File: config.mk
export PLATFORM = sky130hd
export DESIGN_NAME = irq_chain
export DESIGN_NICKNAME = d
export VERILOG_FILES = /design/src/rtl/irq_chain.sv
export SDC_FILE = /design/constraint.sdc
export NUM_CORES = 1
export LEC_CHECK = 0
export CAP_MARGIN = 30
export CORE_MARGIN = 3
export CORE_UTILIZATION = 39
export CTS_CLUSTER_DIAMETER = 50
export DETAILED_ROUTE_END_ITERATION = 8
export GPL_TIMING_DRIVEN = 0
export HOLD_SLACK_MARGIN = 0.12
export PLACE_DENSITY = 0.75
export SYNTH_ARGS = -nofsm -noshare
export SYNTH_HDL_FRONTEND = slang
export SYNTH_SLANG_ARGS = --single-unit
export TNS_END_PERCENT = 5
File: constraint.sdc
create_clock -name clk -period 1.73 [get_ports clk]
set_input_delay 0.173 -clock clk [delete_from_list [all_inputs] [get_ports clk]]
set_output_delay 0.173 -clock clk [all_outputs]
set_load 0.1 [all_outputs]
File: src/rtl/irq_chain.sv
module irq_chain #(
  parameter int N = 6,
  parameter int IDW = 8,
  parameter logic [IDW-1:0] ID_BASE = 8'h30,
  parameter logic [IDW-1:0] ID_STEP = 8'h05
) (
  input  logic           clk,
  input  logic           rst_n,
  input  logic [N-1:0]   req_set,
  input  logic [N-1:0]   done,
  input  logic           ack_in,
  output logic           irq_n,
  output logic [IDW-1:0] data_bus,
  output logic           ack_tail
);

  logic [N-1:0] pending, held, grant, owner;
  logic         held_v;

  always_comb begin
    logic run;
    run = ack_in;
    for (int k = 0; k < N; k++) begin
      grant[k] = run & pending[k];
      run      = run & ~pending[k];
    end
  end

  assign owner    = !ack_in ? '0 : (held_v ? held : grant);
  assign ack_tail = ack_in & ~|owner;
  assign irq_n    = ~|pending;

  always_comb begin
    data_bus = '1;
    for (int k = 0; k < N; k++)
      if (owner[k]) data_bus = IDW'(ID_BASE + ID_STEP * k);
  end

  always_ff @(posedge clk or negedge rst_n) begin
    if (!rst_n) begin
      pending <= '0;
      held    <= '0;
      held_v  <= 1'b0;
    end else begin
      pending <= (pending & ~(done & owner)) | req_set;
      held_v  <= ack_in;
      held    <= owner;
    end
  end

endmodule


Yosys cells after proc, flatten, opt, wreduce, memory -nomap -nowiden
Index checks and enable logic that the tools add are counted.
- flip-flop bits (word level): 13
- bits in latches: 0
- bits in read-only memories: 0
- word-level logic and storage cells: 36
- memories kept: 0
- memory bits (writable): 0
- shifts and indexed selects: 0
- mux-type cells: 8
- reductions and logical operators: 4
- eq/ne operators: 0
- div/mod/pow operators: 0
- $mul: 0
- bitwise gates (word level): 21
- $lt $le $gt $ge: 0
- add/subtract/negate cells: 0
- operators with widths (kind ; number):
    $mux 8 ; 6
    $and 1x1->1 ; 12
    $and 6x6->6 ; 2
    $mux 6 ; 2
    $reduce_or 6->1 ; 2
    $not 6->6 ; 1
    $or 6x6->6 ; 1
    $not 1->1 ; 5
    $logic_not 1->1 ; 2

Depth between registers and ports, before layout
- depth in word-level cells: 15
- gate-level depth with buffers: 6

Least setup slack after synthesis
OpenSTA, ideal clock, no wires.
- kind: register -> output
- start point: register held_v
- end point: output data_bus[7]
- buffers on the path: 1
- path slack: -1528 ps
- data arrival time: 3085 ps
- cell stages (with the launch flop): 5
- cells stage by stage: dfrtp_1 > buf_6 > o211ai_1 > o31a_1 > a21boi_1
- word-level cells in the longest chain between the ends: 8
- RTL lines (what ; RTL line ; source):
    from (decl) ; 18 ; logic held_v;
    from (signal assigned) ; 46 ; held_v <= ack_in;
    $mux 6 * (2 in series) ; 29 ; assign owner = !ack_in ? '0 : (held_v ? held : grant);
    $mux 8 (5 in series) ; 36 ; if (owner[k]) data_bus = IDW'(ID_BASE + ID_STEP * k);
    $mux 8 * ; 36 ;
    to (decl) ; 13 ; output logic [IDW-1:0] data_bus,
Every way passes the cells marked *; elsewhere a longest branch is shown, timed or not.

Worst setup path in the final report
- start point: register pending[1]
- end point: output data_bus[3]
- word-level cells in the longest chain between the ends: 9
- elaborated cells between the ends (all ways): 17
- those cells by class: mux (7); bitwise (10)
- RTL lines (what ; RTL line ; source):
    from (decl) ; 17 ; logic [N-1:0] pending, held, grant, owner;
    from (signal assigned) ; 45 ; pending <= (pending & ~(done & owner)) | req_set;
    $not 1->1 ; 25 ; run = run & ~pending[k];
    $and 1x1->1 (3 in series) ; 25 ;
    $and 1x1->1 ; 24 ; grant[k] = run & pending[k];
    $mux 6 (2 in series) ; 29 ;
    net owner[4] ; 17 ;
    $mux 8 (2 in series) ; 36 ;
The timed path passes the listed nets, and every way through them passes these cells.

==> key figures <==
Synth
  – Ys Warns: 0
  – Sequential area share after synthesis: 0.446
  – Top cells by area, synth: sky130_fd_sc_hd__dfrtp_1 (45%), sky130_fd_sc_hd__a21o_1 (4.1%), sky130_fd_sc_hd__a21boi_0 (3.1%)
  – Synth area leader: sky130_fd_sc_hd__dfrtp_1
  – Synth Instances: 72
  – Most common cell in the netlist: sky130_fd_sc_hd__dfrtp_1
  – Fraction of registers with async set/reset: 1.00
  – Synth top area share: 0.446
  – Total standard cell area after synthesis: about 730 um2
  – Synth Area per Inst: 10.1 um2
  – Count of different cell masters after synthesis: 38
  – Number of synthesized register bits: 13
  – Top FF cell, synth: sky130_fd_sc_hd__dfrtp_1
  – Number of nets in the synthesized netlist: 87
  – Most numerous cell types in the synthesized netlist: sky130_fd_sc_hd__dfrtp_1 (13), sky130_fd_sc_hd__nand2_1 (6), sky130_fd_sc_hd__a21o_1 (4)
  – Post-synth EDFFs: 0

Critical path
  – Category of the worst setup path capture point: primary output
  – Ordered cell list for the critical path: or4_4 > nor2_4 > a21oi_4 > clkinv_2 > a31oi_2 > or2_4 > buf_12
  – Endpoint required time on the critical path: around 1.6 ns
  – CP Launch Type: flop
  – Crit path buffers/inverters: 2
  – Max stage delay on crit path: ~0.60 ns
  – Critical Path Fanout Max: 4
  – Critical path arrival: ~2.0 ns
  – Worst-path cell with the longest stage delay: sky130_fd_sc_hd__or4_4
  – Worst reg2reg setup slack: -0.14 ns
  – Top Family by Delay on Critical Path: simple AND/OR/NAND/NOR gates
  – Critical path type: reg -> out

Outcome
  – Run status: complete, but fails checks
  – Violated checks: negative setup slack

CTS
  – Number of CTS-inserted buffers: 3
  – TritonCTS clock tree: built
  – Worst-skew pair later-pin latency: approximately 0.29 ns
  – CTS HTree Levels: 1
  – Number of buffers on the longest clock path: 2
  – CTS sink cnt: 13
  – Clock Tree Root: sky130_fd_sc_hd__clkbuf_4
  – Clock transition at the registers of the reported paths: approximately 0.09 ns

Global route
  – First-pass GRT wire length: 3110 um
  – Number of global-route vias before repair: between 700 and 800
  – Gr ovfl total: 0
  – Largest net degree at the start of global routing: 14
  – Total routing usage reported by global routing: 0.167
  – Initial antenna violation count: 0

Floorplan
  – Height of the die: 49.2 um
  – Std-Cell Core Area: 1750 um2
  – Starting utilization of the core area: 0.418
  – Floorplan die area: 2430 um2
  – I/O pin cnt: 25
  – Die W: 49.2 um
  – Rows: 15

Timing
  – Number of setup violations in the final report: 10
  – Share of the clock period used by the worst path after layout: 1.28
  – Worst clock skew: roughly 0.016 ns
  – Setup repair after global routing missed its margin: yes
  – Worst-margin pin slew: 0.613 ns
  – Hold violation count in the final report: 0
  – Fmax: 0.452 GHz
  – Worst setup margin: -0.481 ns
  – Post-route minimum period: 2.21 ns
  – Max transition margin: 0.590
  – Max Transition Viols Final: 0

Power
  – Total power per unit cell area: 605 nW/um2
  – Largest voltage drop on the vdd net: between 0.4 and 0.5 mV
  – Leakage power figure: between 0.5 and 0.6 nW

Cells and area
  – Non-filler instance count after layout: 131
  – Area Overhead vs Synth: 72.7%
  – Non-Filler Cell Area, Final: between 1000 and 1500 um2
  – Antenna Diode Count: 0
  – Net count of the finished layout: between 100 and 150
  – Final design utilization: 0.722
  – Share of post-route cells with drive strength above 1: 0.453

Detailed routing
  – Vias: 687
  – Routed WL per cell: 13.7 um
  – Drt first pass iters: 4
  – First DRT Iteration DRCs: 11
  – DRC: 0
  – Vias per Instance: 5.24
  – Number of nets with antenna violations after routing: 0
  – Final routed wirelength across all metal layers: approximately 1800 um

Placed design
  – Pre-CTS setup slack: -1.39 ns
  – Placer congestion estimate: roughly 0.76
  – Number of buffers added on ports: 24
  – Post-placement cell area: roughly 1100 um2
  – Placed Cells incl. Taps: between 100 and 150
  – Placed wire-length estimate: roughly 1300 um

Worst hold path
  – Min-delay worst type: in -> async

Flow run
  – Number of max-capacitance violations reported: 0
-- through the flow --
step | hold slack [ns] | power (mW) | setup TNS, ns
final | 0.260 | 0.763 | -3.76
after global routing | 0.276 | 0.797 | -4.42
after CTS | 0.275 | 0.773 | -3.84
after detailed placement | 0.510 | 0.542 | -12.04
after global placement | 0.509 | 0.540 | -11.71
after floorplan | -0.123 | 0.471 | -1.79
-- final timing paths --
| check | from | to | depth (start not counted) |
|---|---|---|---|
| min reg2reg | pending[5] | pending[5] | 1 |
| min | rst_n | pending[3] | 1 |
| max | pending[1] | data_bus[3] | 7 |
| min in group clk | req_set[3] | pending[3] | 2 |
| max reg2reg | pending[4] | pending[5] | 5 |
| max in group asynchronous | rst_n | pending[1] | 1 |
-- flip-flops by register name, indices dropped and copies added, names as in the netlist --
name / flops
pending: 6
held: 6
held_v: 1
-- cell families after synthesis --
family | count (synthesis) | share of synthesized area
AOI/OAI and AO/OA | 24 | 0.247
buffers and inverters | 5 | 0.0429
and+or+nand+nor | 30 | 0.264
DFF | 13 | 0.446
-- per-layer routing --
layer	vias to the layer above	global-route usage	share of wire
met5	-	0	0
met4	0	0.0427	0.014
li1	336	-	-
met2	17	0.297	0.51
met3	4	0.0489	0.037
met1	330	0.192	0.43
-- cell usage in the layout, fill, tap and decap left out, drive strengths merged --
master and instances:
a21boi 4, o21bai 1, or2 1, nand3b 2, nor4b 1, dfrtp 13, or2b 2, nand3 3
nand2 6, a31oi 1, a21oi 4, nor2b 3, nor2 3, o32a 1, a21o 5, clkbuf 5
or3b 1, nand2b 2, nor4 1, clkinv 1, o31a 1, o21a 1, inv 1, and3 2
or4 1, or4bb 1, nor3 1, o21ai 4, clkdlybuf4s50 14, o211ai 1, buf 18, a22oi 1
-- cell type report --
cell class,count,area (um2)
Sequential cell,13,328
Clock buffer,4,26.3
Tap cell,25,31.3
Inverter,2,8.76
Timing Repair Buffer,30,354
Fill cell,122,485
Multi-Input combinational cell,54,484
Buffer,3,27.5
-- repair_timing --
item / CTS / global route
setup endpoints to repair: 11 / 11
gates resized for setup: 89 / 1
hold buffers: 0 / 0
pin swaps: 7 / 0
setup buffers: 6 / 0
-- where the power goes --
part	switching, mW	leakage [nW]	internal (mW)
registers	0.00743	0.146	0.310
clock network	0.106	0.0150	0.0895
logic	0.145	0.346	0.105
No activity file was read; power rests on OpenSTA's default activity.
